==> config.mk <==
export PLATFORM = sky130hd
export DESIGN_NAME = pwr_mode_reg
export DESIGN_NICKNAME = d
export VERILOG_FILES = /design/src/rtl/pmr_pkg.sv /design/src/rtl/pmr_wr_gate.sv /design/src/rtl/pmr_mode_store.sv /design/src/rtl/pmr_xfer_track.sv /design/src/rtl/pmr_rd_port.sv /design/src/rtl/pwr_mode_reg.sv
export SDC_FILE = /design/constraint.sdc
export NUM_CORES = 1
export LEC_CHECK = 0
export BUFFER_PORTS_ARGS = -buffer_cell sky130_fd_sc_hd__clkbuf_2
export CAP_MARGIN = 20
export CORE_MARGIN = 8
export CORE_UTILIZATION = 30
export CTS_CLUSTER_SIZE = 14
export DETAILED_ROUTE_END_ITERATION = 7
export PLACE_DENSITY = 0.73
export SLEW_MARGIN = 10
export SYNTH_ARGS = -nofsm -noshare
export SYNTH_HDL_FRONTEND = slang
export SYNTH_SLANG_ARGS = --single-unit
==> constraint.sdc <==
create_clock -name clk -period 0.8 [get_ports clk]
set_input_delay 0.12 -clock clk [delete_from_list [all_inputs] [get_ports clk]]
set_output_delay 0.12 -clock clk [all_outputs]
set_load 0.005 [all_outputs]
==> src/rtl/pmr_pkg.sv <==
package pmr_pkg;
    localparam int REG_W    = 8;
    localparam int MODE_W   = 3;
    localparam int FLAG_BIT = 4;

    localparam logic [MODE_W-1:0] MODE_HIGH = 3'b000;
    localparam logic [MODE_W-1:0] MODE_MID  = 3'b010;

    // Returns 1 for mode codes that software is allowed to select.
    function automatic logic mode_allowed(input logic [MODE_W-1:0] code);
        return (code == MODE_HIGH) || (code == MODE_MID);
    endfunction
endpackage

==> src/rtl/pmr_wr_gate.sv <==
// pmr_wr_gate: decodes the address and decides whether a bus write is
// accepted. Purely combinational.
// Assumes: one-cycle write strobe; interlock inputs are already synchronous.
module pmr_wr_gate
    import pmr_pkg::*;
#(
    parameter int                ADDR_W   = 8,
    parameter logic [ADDR_W-1:0] REG_ADDR = '0
) (
    input  logic [ADDR_W-1:0] bus_addr,
    input  logic              bus_wr,
    input  logic [REG_W-1:0]  bus_wdata,
    input  logic              prot_en,
    input  logic              lp_busy,
    input  logic              flash_busy,
    input  logic              xfer_pending,
    output logic              addr_hit,
    output logic              wr_accept,
    output logic [MODE_W-1:0] wr_code
);
    logic interlock;

    // Address compare for the single register slot.
    always_comb addr_hit = (bus_addr == REG_ADDR);

    // Any condition that freezes the register against writes.
    always_comb interlock = !prot_en || lp_busy || flash_busy || xfer_pending;

    // Only the mode field matters; reserved and flag bits are dropped.
    always_comb wr_code = bus_wdata[MODE_W-1:0];

    // Final accept: strobe, address, no interlock, permitted code.
    always_comb wr_accept = bus_wr && addr_hit && !interlock && mode_allowed(wr_code);
endmodule

==> src/rtl/pmr_mode_store.sv <==
// pmr_mode_store: holds the selected mode code and emits a one-cycle request
// with the new code on every accepted write.
// Assumes: wr_accept is only high for permitted codes.
module pmr_mode_store
    import pmr_pkg::*;
(
    input  logic              clk,
    input  logic              rst_n,
    input  logic              wr_accept,
    input  logic [MODE_W-1:0] wr_code,
    output logic [MODE_W-1:0] mode_q,
    output logic              req_q,
    output logic [MODE_W-1:0] req_code_q
);
    // Mode register: loads on accept, otherwise holds.
    always_ff @(posedge clk) begin
        if (!rst_n)         mode_q <= MODE_HIGH;
        else if (wr_accept) mode_q <= wr_code;
    end

    // Request pulse: one cycle after each accepted write.
    always_ff @(posedge clk) begin
        if (!rst_n) begin
            req_q      <= 1'b0;
            req_code_q <= MODE_HIGH;
        end else begin
            req_q <= wr_accept;
            if (wr_accept) req_code_q <= wr_code;
        end
    end

    // the stored code is always one of the permitted values.
    p_mode_legal_r3: assert property (@(posedge clk) disable iff (!rst_n)
        mode_allowed(mode_q));

    // a request never lasts more than one cycle.
    p_req_single_r5: assert property (@(posedge clk) disable iff (!rst_n)
        req_q |=> !req_q);

    // the request carries the code now held in the register.
    p_req_code_r5: assert property (@(posedge clk) disable iff (!rst_n)
        req_q |-> (req_code_q == mode_q));
endmodule

==> src/rtl/pmr_xfer_track.sv <==
// pmr_xfer_track: transition status flag. Sets on an accepted write and
// clears on a done pulse from the power-management logic.
// Assumes: wr_accept is never high while the flag is set (gated upstream).
module pmr_xfer_track (
    input  logic clk,
    input  logic rst_n,
    input  logic wr_accept,
    input  logic mode_done,
    output logic flag_q
);
    // Flag update: a set wins over a clear; a done while idle keeps it at 0.
    always_ff @(posedge clk) begin
        if (!rst_n)                   flag_q <= 1'b0;
        else if (wr_accept)           flag_q <= 1'b1;
        else if (mode_done && flag_q) flag_q <= 1'b0;
    end

    // an accepted write leaves the flag set.
    p_flag_set_r5: assert property (@(posedge clk) disable iff (!rst_n)
        wr_accept |=> flag_q);

    // no write is accepted while a transition is pending.
    p_no_accept_pending_r6: assert property (@(posedge clk) disable iff (!rst_n)
        flag_q |-> !wr_accept);

    // done clears a pending flag.
    p_done_clears_r7: assert property (@(posedge clk) disable iff (!rst_n)
        (flag_q && mode_done) |=> !flag_q);

    // a stray done pulse while idle does not disturb the flag.
    p_idle_done_r7: assert property (@(posedge clk) disable iff (!rst_n)
        (!flag_q && !wr_accept) |=> !flag_q);
endmodule

==> src/rtl/pmr_rd_port.sv <==
// pmr_rd_port: builds the read image and registers it on a read strobe.
// Assumes: reserved bits have no storage and read back as zero.
module pmr_rd_port
    import pmr_pkg::*;
(
    input  logic              clk,
    input  logic              rst_n,
    input  logic              bus_rd,
    input  logic              addr_hit,
    input  logic [MODE_W-1:0] mode_q,
    input  logic              flag_q,
    output logic [REG_W-1:0]  rdata_q
);
    logic [REG_W-1:0] image;

    // Compose the register image: mode field at the bottom, flag at FLAG_BIT.
    always_comb begin
        image                   = '0;
        image[MODE_W-1:0]       = mode_q;
        image[FLAG_BIT]         = flag_q;
    end

    // Read data register: image on a hit, zero otherwise.
    always_ff @(posedge clk) begin
        if (!rst_n)                  rdata_q <= '0;
        else if (bus_rd && addr_hit) rdata_q <= image;
        else                         rdata_q <= '0;
    end

    // the reserved bits never read back as 1.
    p_rsvd_zero_r10: assert property (@(posedge clk) disable iff (!rst_n)
        (rdata_q[3] == 1'b0) && (rdata_q[7:5] == 3'b000));

    // without a read strobe in the previous cycle the data is zero.
    p_rd_idle_zero_r13: assert property (@(posedge clk) disable iff (!rst_n)
        !bus_rd |=> (rdata_q == '0));
endmodule

==> src/rtl/pwr_mode_reg.sv <==
// pwr_mode_reg: memory-mapped power mode control register. Gates writes on
// protect, sleep, flash and pending-transition interlocks; drives the mode
// and a one-cycle request to the power logic; tracks completion.
// Assumes: single-cycle bus strobes, synchronous active-low reset.
module pwr_mode_reg
    import pmr_pkg::*;
#(
    parameter int                ADDR_W   = 8,
    parameter logic [ADDR_W-1:0] REG_ADDR = 8'h3C
) (
    input  logic              clk,
    input  logic              rst_n,
    input  logic [ADDR_W-1:0] bus_addr,
    input  logic              bus_wr,
    input  logic [7:0]        bus_wdata,
    input  logic              bus_rd,
    output logic [7:0]        bus_rdata,
    input  logic              prot_en,
    input  logic              lp_busy,
    input  logic              flash_busy,
    output logic [2:0]        mode_out,
    output logic              mode_req,
    output logic [2:0]        mode_req_code,
    input  logic              mode_done
);
    logic              addr_hit;
    logic              wr_accept;
    logic [MODE_W-1:0] wr_code;
    logic [MODE_W-1:0] mode_q;
    logic              flag_q;

    pmr_wr_gate #(.ADDR_W(ADDR_W), .REG_ADDR(REG_ADDR)) u_gate (
        .bus_addr     (bus_addr),
        .bus_wr       (bus_wr),
        .bus_wdata    (bus_wdata),
        .prot_en      (prot_en),
        .lp_busy      (lp_busy),
        .flash_busy   (flash_busy),
        .xfer_pending (flag_q),
        .addr_hit     (addr_hit),
        .wr_accept    (wr_accept),
        .wr_code      (wr_code)
    );

    pmr_mode_store u_store (
        .clk        (clk),
        .rst_n      (rst_n),
        .wr_accept  (wr_accept),
        .wr_code    (wr_code),
        .mode_q     (mode_q),
        .req_q      (mode_req),
        .req_code_q (mode_req_code)
    );

    pmr_xfer_track u_track (
        .clk       (clk),
        .rst_n     (rst_n),
        .wr_accept (wr_accept),
        .mode_done (mode_done),
        .flag_q    (flag_q)
    );

    pmr_rd_port u_rd (
        .clk      (clk),
        .rst_n    (rst_n),
        .bus_rd   (bus_rd),
        .addr_hit (addr_hit),
        .mode_q   (mode_q),
        .flag_q   (flag_q),
        .rdata_q  (bus_rdata)
    );

    // Mode output straight from the mode register.
    always_comb mode_out = mode_q;

    // writes made without protect enable leave the mode unchanged.
    p_prot_hold_r4: assert property (@(posedge clk) disable iff (!rst_n)
        !prot_en |=> $stable(mode_out));

    // writes during sleep/transition leave the mode unchanged.
    p_lp_hold_r8: assert property (@(posedge clk) disable iff (!rst_n)
        lp_busy |=> $stable(mode_out));

    // writes during flash program/erase leave the mode unchanged.
    p_flash_hold_r9: assert property (@(posedge clk) disable iff (!rst_n)
        flash_busy |=> (!mode_req && $stable(mode_out)));

    // a write elsewhere issues no request.
    p_other_addr_r11: assert property (@(posedge clk) disable iff (!rst_n)
        (bus_addr != REG_ADDR) |=> !mode_req);
endmodule

==> metrics.csv <==
metric;value;unit
H-tree levels;1;
post-synthesis cell area;395;um^2
Syn Area/Cell;9.64;um^2
worst r2r src;u_track.flag_q$_SDFFE_PN0P_;
failing checks;negative setup slack;
Clock Tree Buf Depth;2;
DR vias;385;
Req. time, crit path;0.95;ns
R2R Path End;u_store.mode_q[0]$_SDFFE_PN0P_;
dominant synthesized flop cell;dfxtp_1;
diode count;0;
Post-Syn Instances;41;
DRC;0;
Buf/Inv on CP;0;
P per Cell Area;1430;nW/um^2
number of I/O pins;39;
fmax;1.07;GHz
crit-path max FO;4;
Yosys top cell area share;45.6;%
post-route total power;0.869;mW
status;complete, but fails checks;
dominant cell type by area after synthesis;dfxtp_1;
Setup WS post-layout;-0.134;ns
number of cells on the worst reg-to-reg path;3;
crit path cell chain;nor3_4, nand4_4, and3_1;
min-delay src;bus_wdata[1];
placed insts;82;
ys async rst share;0;%
Initial Util;31.2;%
CP Class;reg -> reg;
sequential area share after synthesis;45.6;%
Die H;52.3;um
final non-filler cell total;89;
CTS root buf;clkbuf_4;
hold path endpoint;u_store.mode_q[1]$_SDFFE_PN0P_;
# rows;13;
initial antenna violation count;0;
Peak VDD IR;0.000967;V
#FFs+latches synth;9;
delay-heaviest family, CP;simple AND/OR/NAND/NOR gates;
DRT Wirelength;1090;um
clk_lat worst skew;0.26;ns
Hold Path Class;in -> reg;
layout cells sized above 1;64.9;%
largest net degree at the start of global routing;8;
Pre-antenna DRT Iters;4;
Placed Area;527;um^2
Synth area leaders;dfxtp_1 46%, buf_4 13%, and4bb_2 6.3%;
total core area;1270;um^2
Slew Limit Fails;0;
remaining antenna violation count;0;
die area;2740;um^2
synth warn;0;
worst hold stages;3;
Pleak;0.316;nW
die span in x;52.3;um
total track usage;7.74;%
Distinct cells, synth;16;
Slowest cell on crit path;dfxtp_2;
Layout area overhead;53.8;%
Final Util;47.9;%
startpoint types;flip-flop;
Post-synth EDFFs;0;
Max-cap violations;0;
RSZ-0062 raised after global routing;yes;
Sum Neg Setup Slack;-0.584;ns
Setup Viol. Count Final;12;
Post-synth top cells;9 x dfxtp_1, 7 x buf_4, 5 x nor2_1;
GP Congestion;0.670;
nets@finish;99;
worst reg2reg setup slack;-0.13;ns
hold_buf cts;0;
fin crit share;117;%
grt ovf;0;
vias per inst;4.33;
Final Cell Area;608;um^2
skew final;0.000945;ns
Arr. time, crit path;1.08;ns
CTS sink count;9;
vias in the first global route;420;
initial drt markers;5;
largest stage delay on the critical path;0.33;ns
clk slew on worst S/H paths;0.06;ns
global-route wire length before repair;1630;um
top-count cell post-synth;dfxtp_1;
CP Capture Type;flip-flop;
number of port buffers;29;
WL/cell;12.2;um
min Tclk post-route;0.934;ns
CTS tree;built;
Hold Vio Cnt, Final;0;
total CTS buffers;3;
[power breakdown]
part,internal (mW),total [mW],switching [mW]
Combinational,0.0462,0.0777,0.0316
Sequential,0.448,0.448,0.00000557
Clock,0.192,0.344,0.152
[area by class of cell]
type	instances	area (um^2)
fill	133	661
tap	15	18.8
clock buffer	4	26.3
multi-input combinational	24	173
timing repair buffer	33	188
sequential	9	188
inverter	4	15.0
[layer usage]
layer	GRT usage [%]	share of wire, %	up-vias
li1	-	-	189
met1	6.95	35	171
met2	13.8	53	23
met3	5.68	11	2
met4	1.29	0.55	0
met5	0	0	-
[tightest hold or removal path: stages]
cell	delay, ns
clkbuf_2	0.08
nand2_1	0.05
mux2i_1	0.05
[how the worst max path moves through the flow]
stage	from	endpoint	slack, ns	depth (start not counted)
final	u_track.flag_q$_SDFFE_PN0P_	u_store.mode_q[0]$_SDFFE_PN0P_	-0.13	3
after global routing	u_track.flag_q$_SDFFE_PN0P_	u_store.mode_q[0]$_SDFFE_PN0P_	-0.20	3
after detailed placement	bus_addr[6]	u_store.mode_q[2]$_SDFFE_PN0P_	-0.19	4
after global placement	bus_addr[6]	u_store.mode_q[0]$_SDFFE_PN0P_	-0.16	4
after floorplan	bus_addr[6]	u_store.mode_q[0]$_SDFFE_PN0P_	-0.05	3
after CTS	u_track.flag_q$_SDFFE_PN0P_	u_store.mode_q[2]$_SDFFE_PN0P_	-0.14	3
[what timing repair did]
| action | 4_1_cts | 5_1_grt |
|---|---|---|
| resized for setup | 4 | 8 |
| endpoints found under the setup margin | 12 | 16 |
| pin swaps | 2 | 2 |
| setup buffers | 4 | 0 |
[cell families after synthesis]
group,Yosys count,share of synthesized area (%)
other,1,0.948
flip-flops,9,45.6
multiplexers,1,2.53
AND/OR/NAND/NOR,18,32.0
buffers and inverters,11,17.1
AO/OA/AOI/OAI,1,1.90
[flip-flops by register name (all words and copies together), names as in the netlist]
name and cells:
u_store.req_q 1, u_store.mode_q 3, u_rd.rdata_q 4, u_track.flag_q 1
[stage by stage]
step / setup slack [ns] / hold WS [ns]
floorplan: -0.0532 / 0.250
global placement: -0.159 / 0.364
detailed placement: -0.190 / 0.366
CTS: -0.143 / 0.0850
global route: -0.198 / 0.109
finish: -0.134 / 0.0881
[cells in the final DEF, fill, tap and decap left out, types with 2 or more instances in the layout]
cell type  synthesis  routed
dfxtp_2            0       6
clkbuf_2           0      26
conb_1             1       4
nor2_1             5       4
inv_1              4       4
buf_4              7       4
nand2_1            3       2
clkbuf_4           0       3
dfxtp_1            9       3
and4bb_2           2       2
and3_1             2       2
buf_6              0       2
Note: power is estimated with default switching activity, not from simulation.
